==> src/rtl/twowire_slave.sv <==
module twowire_slave #(
  parameter logic [3:0] ADDR_PREFIX = 4'b1001,
  parameter int         SYNC        = 2
) (
  input  logic       clk,
  input  logic       rst_n,
  input  logic       scl_i,
  input  logic       sda_i,
  input  logic [2:0] strap_i,
  output logic       sda_oe,
  output logic [7:0] cmd_o,
  output logic       cmd_stb,
  output logic [7:0] wr_data_o,
  output logic       wr_stb,
  output logic       rd_stb,
  input  logic [7:0] rd_data_i
);
  localparam logic [3:0] LAST = 4'd8;

  typedef enum logic [2:0] {S_IDLE, S_RXB, S_ACK, S_LOAD, S_TXB, S_TACK} st_t;

  st_t             st;
  logic [SYNC-1:0] scl_sy, sda_sy;
  logic            scl_q, sda_q, scl_d, sda_d;
  logic            scl_rise, scl_fall, start_det, stop_det;
  logic [3:0]      cnt;
  logic [7:0]      sr, txsr;
  logic            is_addr, rw, first, mack;
  logic            addr_hit;

  assign scl_q     = scl_sy[SYNC-1];
  assign sda_q     = sda_sy[SYNC-1];
  assign scl_rise  = scl_q & ~scl_d;
  assign scl_fall  = ~scl_q & scl_d;
  assign start_det = scl_q & scl_d & sda_d & ~sda_q;
  assign stop_det  = scl_q & scl_d & ~sda_d & sda_q;
  assign addr_hit  = (sr[7:4] == ADDR_PREFIX) && (sr[3:1] == strap_i);

  assign sda_oe = (st == S_ACK) | ((st == S_TXB) & ~txsr[7]);
  assign rd_stb = (st == S_LOAD);

  always_ff @(posedge clk or negedge rst_n) begin
    if (!rst_n) begin
      scl_sy    <= '1;
      sda_sy    <= '1;
      scl_d     <= 1'b1;
      sda_d     <= 1'b1;
      st        <= S_IDLE;
      cnt       <= '0;
      sr        <= '0;
      txsr      <= '1;
      is_addr   <= 1'b0;
      rw        <= 1'b0;
      first     <= 1'b0;
      mack      <= 1'b0;
      cmd_o     <= '0;
      cmd_stb   <= 1'b0;
      wr_data_o <= '0;
      wr_stb    <= 1'b0;
    end else begin
      scl_sy  <= {scl_sy[SYNC-2:0], scl_i};
      sda_sy  <= {sda_sy[SYNC-2:0], sda_i};
      scl_d   <= scl_q;
      sda_d   <= sda_q;
      cmd_stb <= 1'b0;
      wr_stb  <= 1'b0;
      if (start_det) begin
        st      <= S_RXB;
        cnt     <= '0;
        is_addr <= 1'b1;
      end else if (stop_det) begin
        st <= S_IDLE;
      end else begin
        unique case (st)
          S_IDLE: ;
          S_RXB: begin
            if (scl_rise) begin
              sr  <= {sr[6:0], sda_q};
              cnt <= cnt + 4'd1;
            end else if (scl_fall && cnt == LAST) begin
              if (is_addr) begin
                if (addr_hit) begin
                  st    <= S_ACK;
                  rw    <= sr[0];
                  first <= 1'b1;
                end else begin
                  st <= S_IDLE;
                end
              end else begin
                st <= S_ACK;
                if (first) begin
                  cmd_o   <= sr;
                  cmd_stb <= 1'b1;
                  first   <= 1'b0;
                end else begin
                  wr_data_o <= sr;
                  wr_stb    <= 1'b1;
                end
              end
            end
          end
          S_ACK: begin
            if (scl_fall) begin
              is_addr <= 1'b0;
              cnt     <= '0;
              st      <= (is_addr && rw) ? S_LOAD : S_RXB;
            end
          end
          S_LOAD: begin
            txsr <= rd_data_i;
            cnt  <= '0;
            st   <= S_TXB;
          end
          S_TXB: begin
            if (scl_rise) begin
              cnt <= cnt + 4'd1;
            end else if (scl_fall) begin
              if (cnt == LAST) st <= S_TACK;
              else txsr <= {txsr[6:0], 1'b1};
            end
          end
          S_TACK: begin
            if (scl_rise) mack <= ~sda_q;
            else if (scl_fall) st <= mack ? S_LOAD : S_IDLE;
          end
          default: st <= S_IDLE;
        endcase
      end
    end
  end
endmodule


==> config.mk <==
export PLATFORM = sky130hd
export DESIGN_NAME = twowire_slave
export DESIGN_NICKNAME = d
export VERILOG_FILES = /design/src/rtl/twowire_slave.sv
export SDC_FILE = /design/constraint.sdc
export NUM_CORES = 1
export LEC_CHECK = 0
export BUFFER_PORTS_ARGS = -buffer_cell sky130_fd_sc_hd__buf_4
export CORE_MARGIN = 3
export CORE_UTILIZATION = 35
export CTS_CLUSTER_DIAMETER = 150
export CTS_CLUSTER_SIZE = 30
export DETAILED_ROUTE_END_ITERATION = 10
export GPL_TIMING_DRIVEN = 0
export PLACE_DENSITY = 0.61
export SKIP_CTS_REPAIR_TIMING = 1
export SLEW_MARGIN = 15
export SYNTH_ARGS = -nofsm -noshare
export SYNTH_HDL_FRONTEND = slang
export SYNTH_SLANG_ARGS = --single-unit
==> constraint.sdc <==
create_clock -name clk -period 5.7 [get_ports clk]
set_input_delay 0.855 -clock clk [delete_from_list [all_inputs] [get_ports clk]]
set_output_delay 0.855 -clock clk [all_outputs]
set_load 0.005 [all_outputs]
==> metrics.yaml <==
drive_gt1_frac: 0.388
setup.worst_path.end_class: "primary output"
placement_rows: 29
first_global_vias: 1553
seqPwrFrac: 0.601
clockRootBuffer: "clkbuf_8"
holdCritPathClass: "flip-flop to flip-flop"
critical_path.reg2reg.startpoint: "cnt[0]"
yosys.cell_types.count: 46
worstSetupStartpoint: "st[1]"
p_per_area_mw_per_mm2: 273
placement.io_buffers: 34
hpwl_reported_at_the_end_of_detailed_placement_um: 3120
synth-edff-count: 0
worstPathRequired_ns: 4.85
dpl-instance-area_mm2: 0.00272
p_sw_frac: 0.264
dpl.cell_count: 309
design.die.area_mm2: 0.00777
fin_worst_hold_slack_ns: 0.360
unrepaired_setup_endpoints_after_global_routing: "no"
cts_bufs_inserted: 5
worst_ep_arrival_ns: 1.77
period_needed_ns: 2.63
critical_path.max_fanout: 10
synth.largest_area_cell: "dfrtp_1"
setup_total_negative_slack_ns: 0
die_width_um: 88.2
postLayoutCoreUtil: 0.434
yosysTopAreaCellShare: 0.392
commonest_non_fill_non_tap_cell_in_the_layout: "dfrtp_1"
globalplace.congestion: 0.805
grt_util_all_layers: 0.123
synth-seq-area-share: 0.547
post-route-worst-setup-slack_ns: 3.07
fillers: 629
path_class: "flip-flop to primary output"
flow.area_growth_from_synthesis_pct: 18.5
globalRouteOverflowTotal: 0
dpl_worst_slack_ns: 3.38
ctsHtreeMaxLevel: 2
max_freq_ghz: 0.381
stdcell_area_mm2: 0.00280
clock_tree_from_tritoncts: "yes"
insertedDiodeCount: 0
total_power_mw: 0.766
timing.rr.end: "wr_data_o[4]"
worst_setup_path_endpoint: "sda_oe"
io_pins: 35
synthCells: 198
combPwrFrac: 0.136
detailedRoute.firstIterationViolations: 92
clock_insertion_delay_worst_skew_ns: 0.30
run_status: "complete, no violations"
p_clk_frac: 0.263
core_region_area_mm2: 0.00646
critPathLaunchType: "flip-flop"
syn-num-nets: 215
switching_power_mw: 0.202
timing.final.crit_share: 0.461
hold_violations: 0
cellInternalPower_mw: 0.563
die_y_extent_um: 88.2
total_length_of_routed_wires_um: 4460
detail_route.vias_per_cell: 5.09
nNetsFinal: 256
share_of_synthesized_flip_flops_with_an_asynchronous_set_or_reset: 1.00
drc: 0
finalSetupViolations: 0
postRouteAntennaNets: 0
clkTransAtPathRegs_ns: 0.09
final.setup_skew_ns: 0.00570
synthesis.area_mm2: 0.00236
grt_max_degree: 52
worst_slew_pin_slew_ns: 0.713
synthesis.area_per_instance_um2: 11.9
grt_first_pass_wirelength_um: 7500
drv_slew: 0
grt_antenna_before_repair: 0
cts_max_path_buffers: 2
top_flip_flop_cell_by_instance_count_after_synthesis: "dfrtp_1"
postSynthRegisterBits: 51
reg2regPathDepth: 6
cap_viol_max_count: 0
ir_worst_vdd_mv: 0.125
drt_pass1_iterations: 4
post_drt_wl_per_cell_um: 14.1
final_cells: 317
netlist_top_cells_area: "dfrtp_1, dfstp_2, mux2_2"
initial_standard_cell_utilization_of_the_core: 0.366
cellLeakagePower_nw: 1.26
number_of_warnings_reported_in_the_yosys_synthesis_log: 0
worst-r2r-setup-slack_ns: 3.49
final_cell_mix: "dfrtp_1, buf_4, mux2_2"
clkSinkCount: 51
max_slew_margin: 0.522
detailroute.via_count: 1615
==> metal layers <==
metal / up-vias / global-route usage / wire, um / share of wire
met5: - / 0 / 0 / 0
met4: 0 / 0.0453 / 78 / 0.018
met3: 6 / 0.0198 / 90 / 0.020
met2: 18 / 0.185 / 2140 / 0.48
met1: 806 / 0.180 / 2140 / 0.48
li1: 785 / - / - / -
==> synth_stat cells, drive strengths merged (2+ instances only) <==
master	instances
a21oi	14
and2b	2
buf	6
clkbuf	3
dfrtp	37
dfstp	14
ha	2
inv	6
mux2	26
mux2i	7
nand2	12
nand2b	3
nand3	7
nand3b	3
nand4	4
nand4b	2
nor2	13
nor2b	2
nor3b	3
o21ai	9
o2bb2ai	2
xnor2	4
==> cell families after synthesis <==
logic type      synth area share
simple gates               0.158
flops                      0.547
mux                        0.154
compound gates            0.0799
buf+inv                   0.0318
xor+xnor                  0.0185
fa+ha+maj                 0.0106
==> worst min-delay path by stage <==
stage / end / depth (start not counted) / startpoint / slack [ns]
global route: scl_sy[1] / 0 / scl_sy[0] / 0.37
floorplan: scl_sy[1] / 0 / scl_sy[0] / 0.35
CTS: scl_sy[1] / 0 / scl_sy[0] / 0.36
finish: scl_sy[1] / 0 / scl_sy[0] / 0.36
global placement: sda_sy[1] / 0 / sda_sy[0] / 0.35
detailed placement: scl_sy[1] / 0 / scl_sy[0] / 0.35
==> critical path, stage by stage, from the launching register on <==
cell	delay, ns
dfrtp_1	0.41
buf_1	0.26
nor2b_1	0.39
nand2b_1	0.09
a21oi_1	0.18
buf_4	0.13
==> sequential cells by signal (all words and copies together) (netlist names), 2 cells and up <==
| name | flops |
|---|---|
| cmd_o | 8 |
| cnt | 4 |
| scl_sy | 2 |
| sda_sy | 2 |
| sr | 8 |
| st | 3 |
| txsr | 8 |
| wr_data_o | 8 |
==> power groups by stage <==
stage	logic, mW	clock network, mW	registers [mW]
6_report	0.104	0.201	0.460
5_1_grt	0.119	0.225	0.470
4_1_cts	0.106	0.211	0.461
3_5_place_dp	0.106	0	0.468
3_3_place_gp	0.104	0	0.466
2_1_floorplan	0.0786	0	0.456
==> area by class of cell <==
| cell class | count | area, um2 | share of cell area |
|---|---|---|---|
| Inverter | 6 | 22.5 | 0.00804 |
| Buffer | 9 | 52.6 | 0.0188 |
| Tap cell | 77 | 96.3 | 0.0344 |
| Clock inverter | 2 | 12.5 | 0.00447 |
| Timing Repair Buffer | 34 | 255 | 0.0912 |
| Clock buffer | 6 | 72.6 | 0.0259 |
| Sequential cell | 51 | 1290 | 0.462 |
| Multi-Input combinational cell | 132 | 995 | 0.355 |
(Power assumes the default switching activity.)
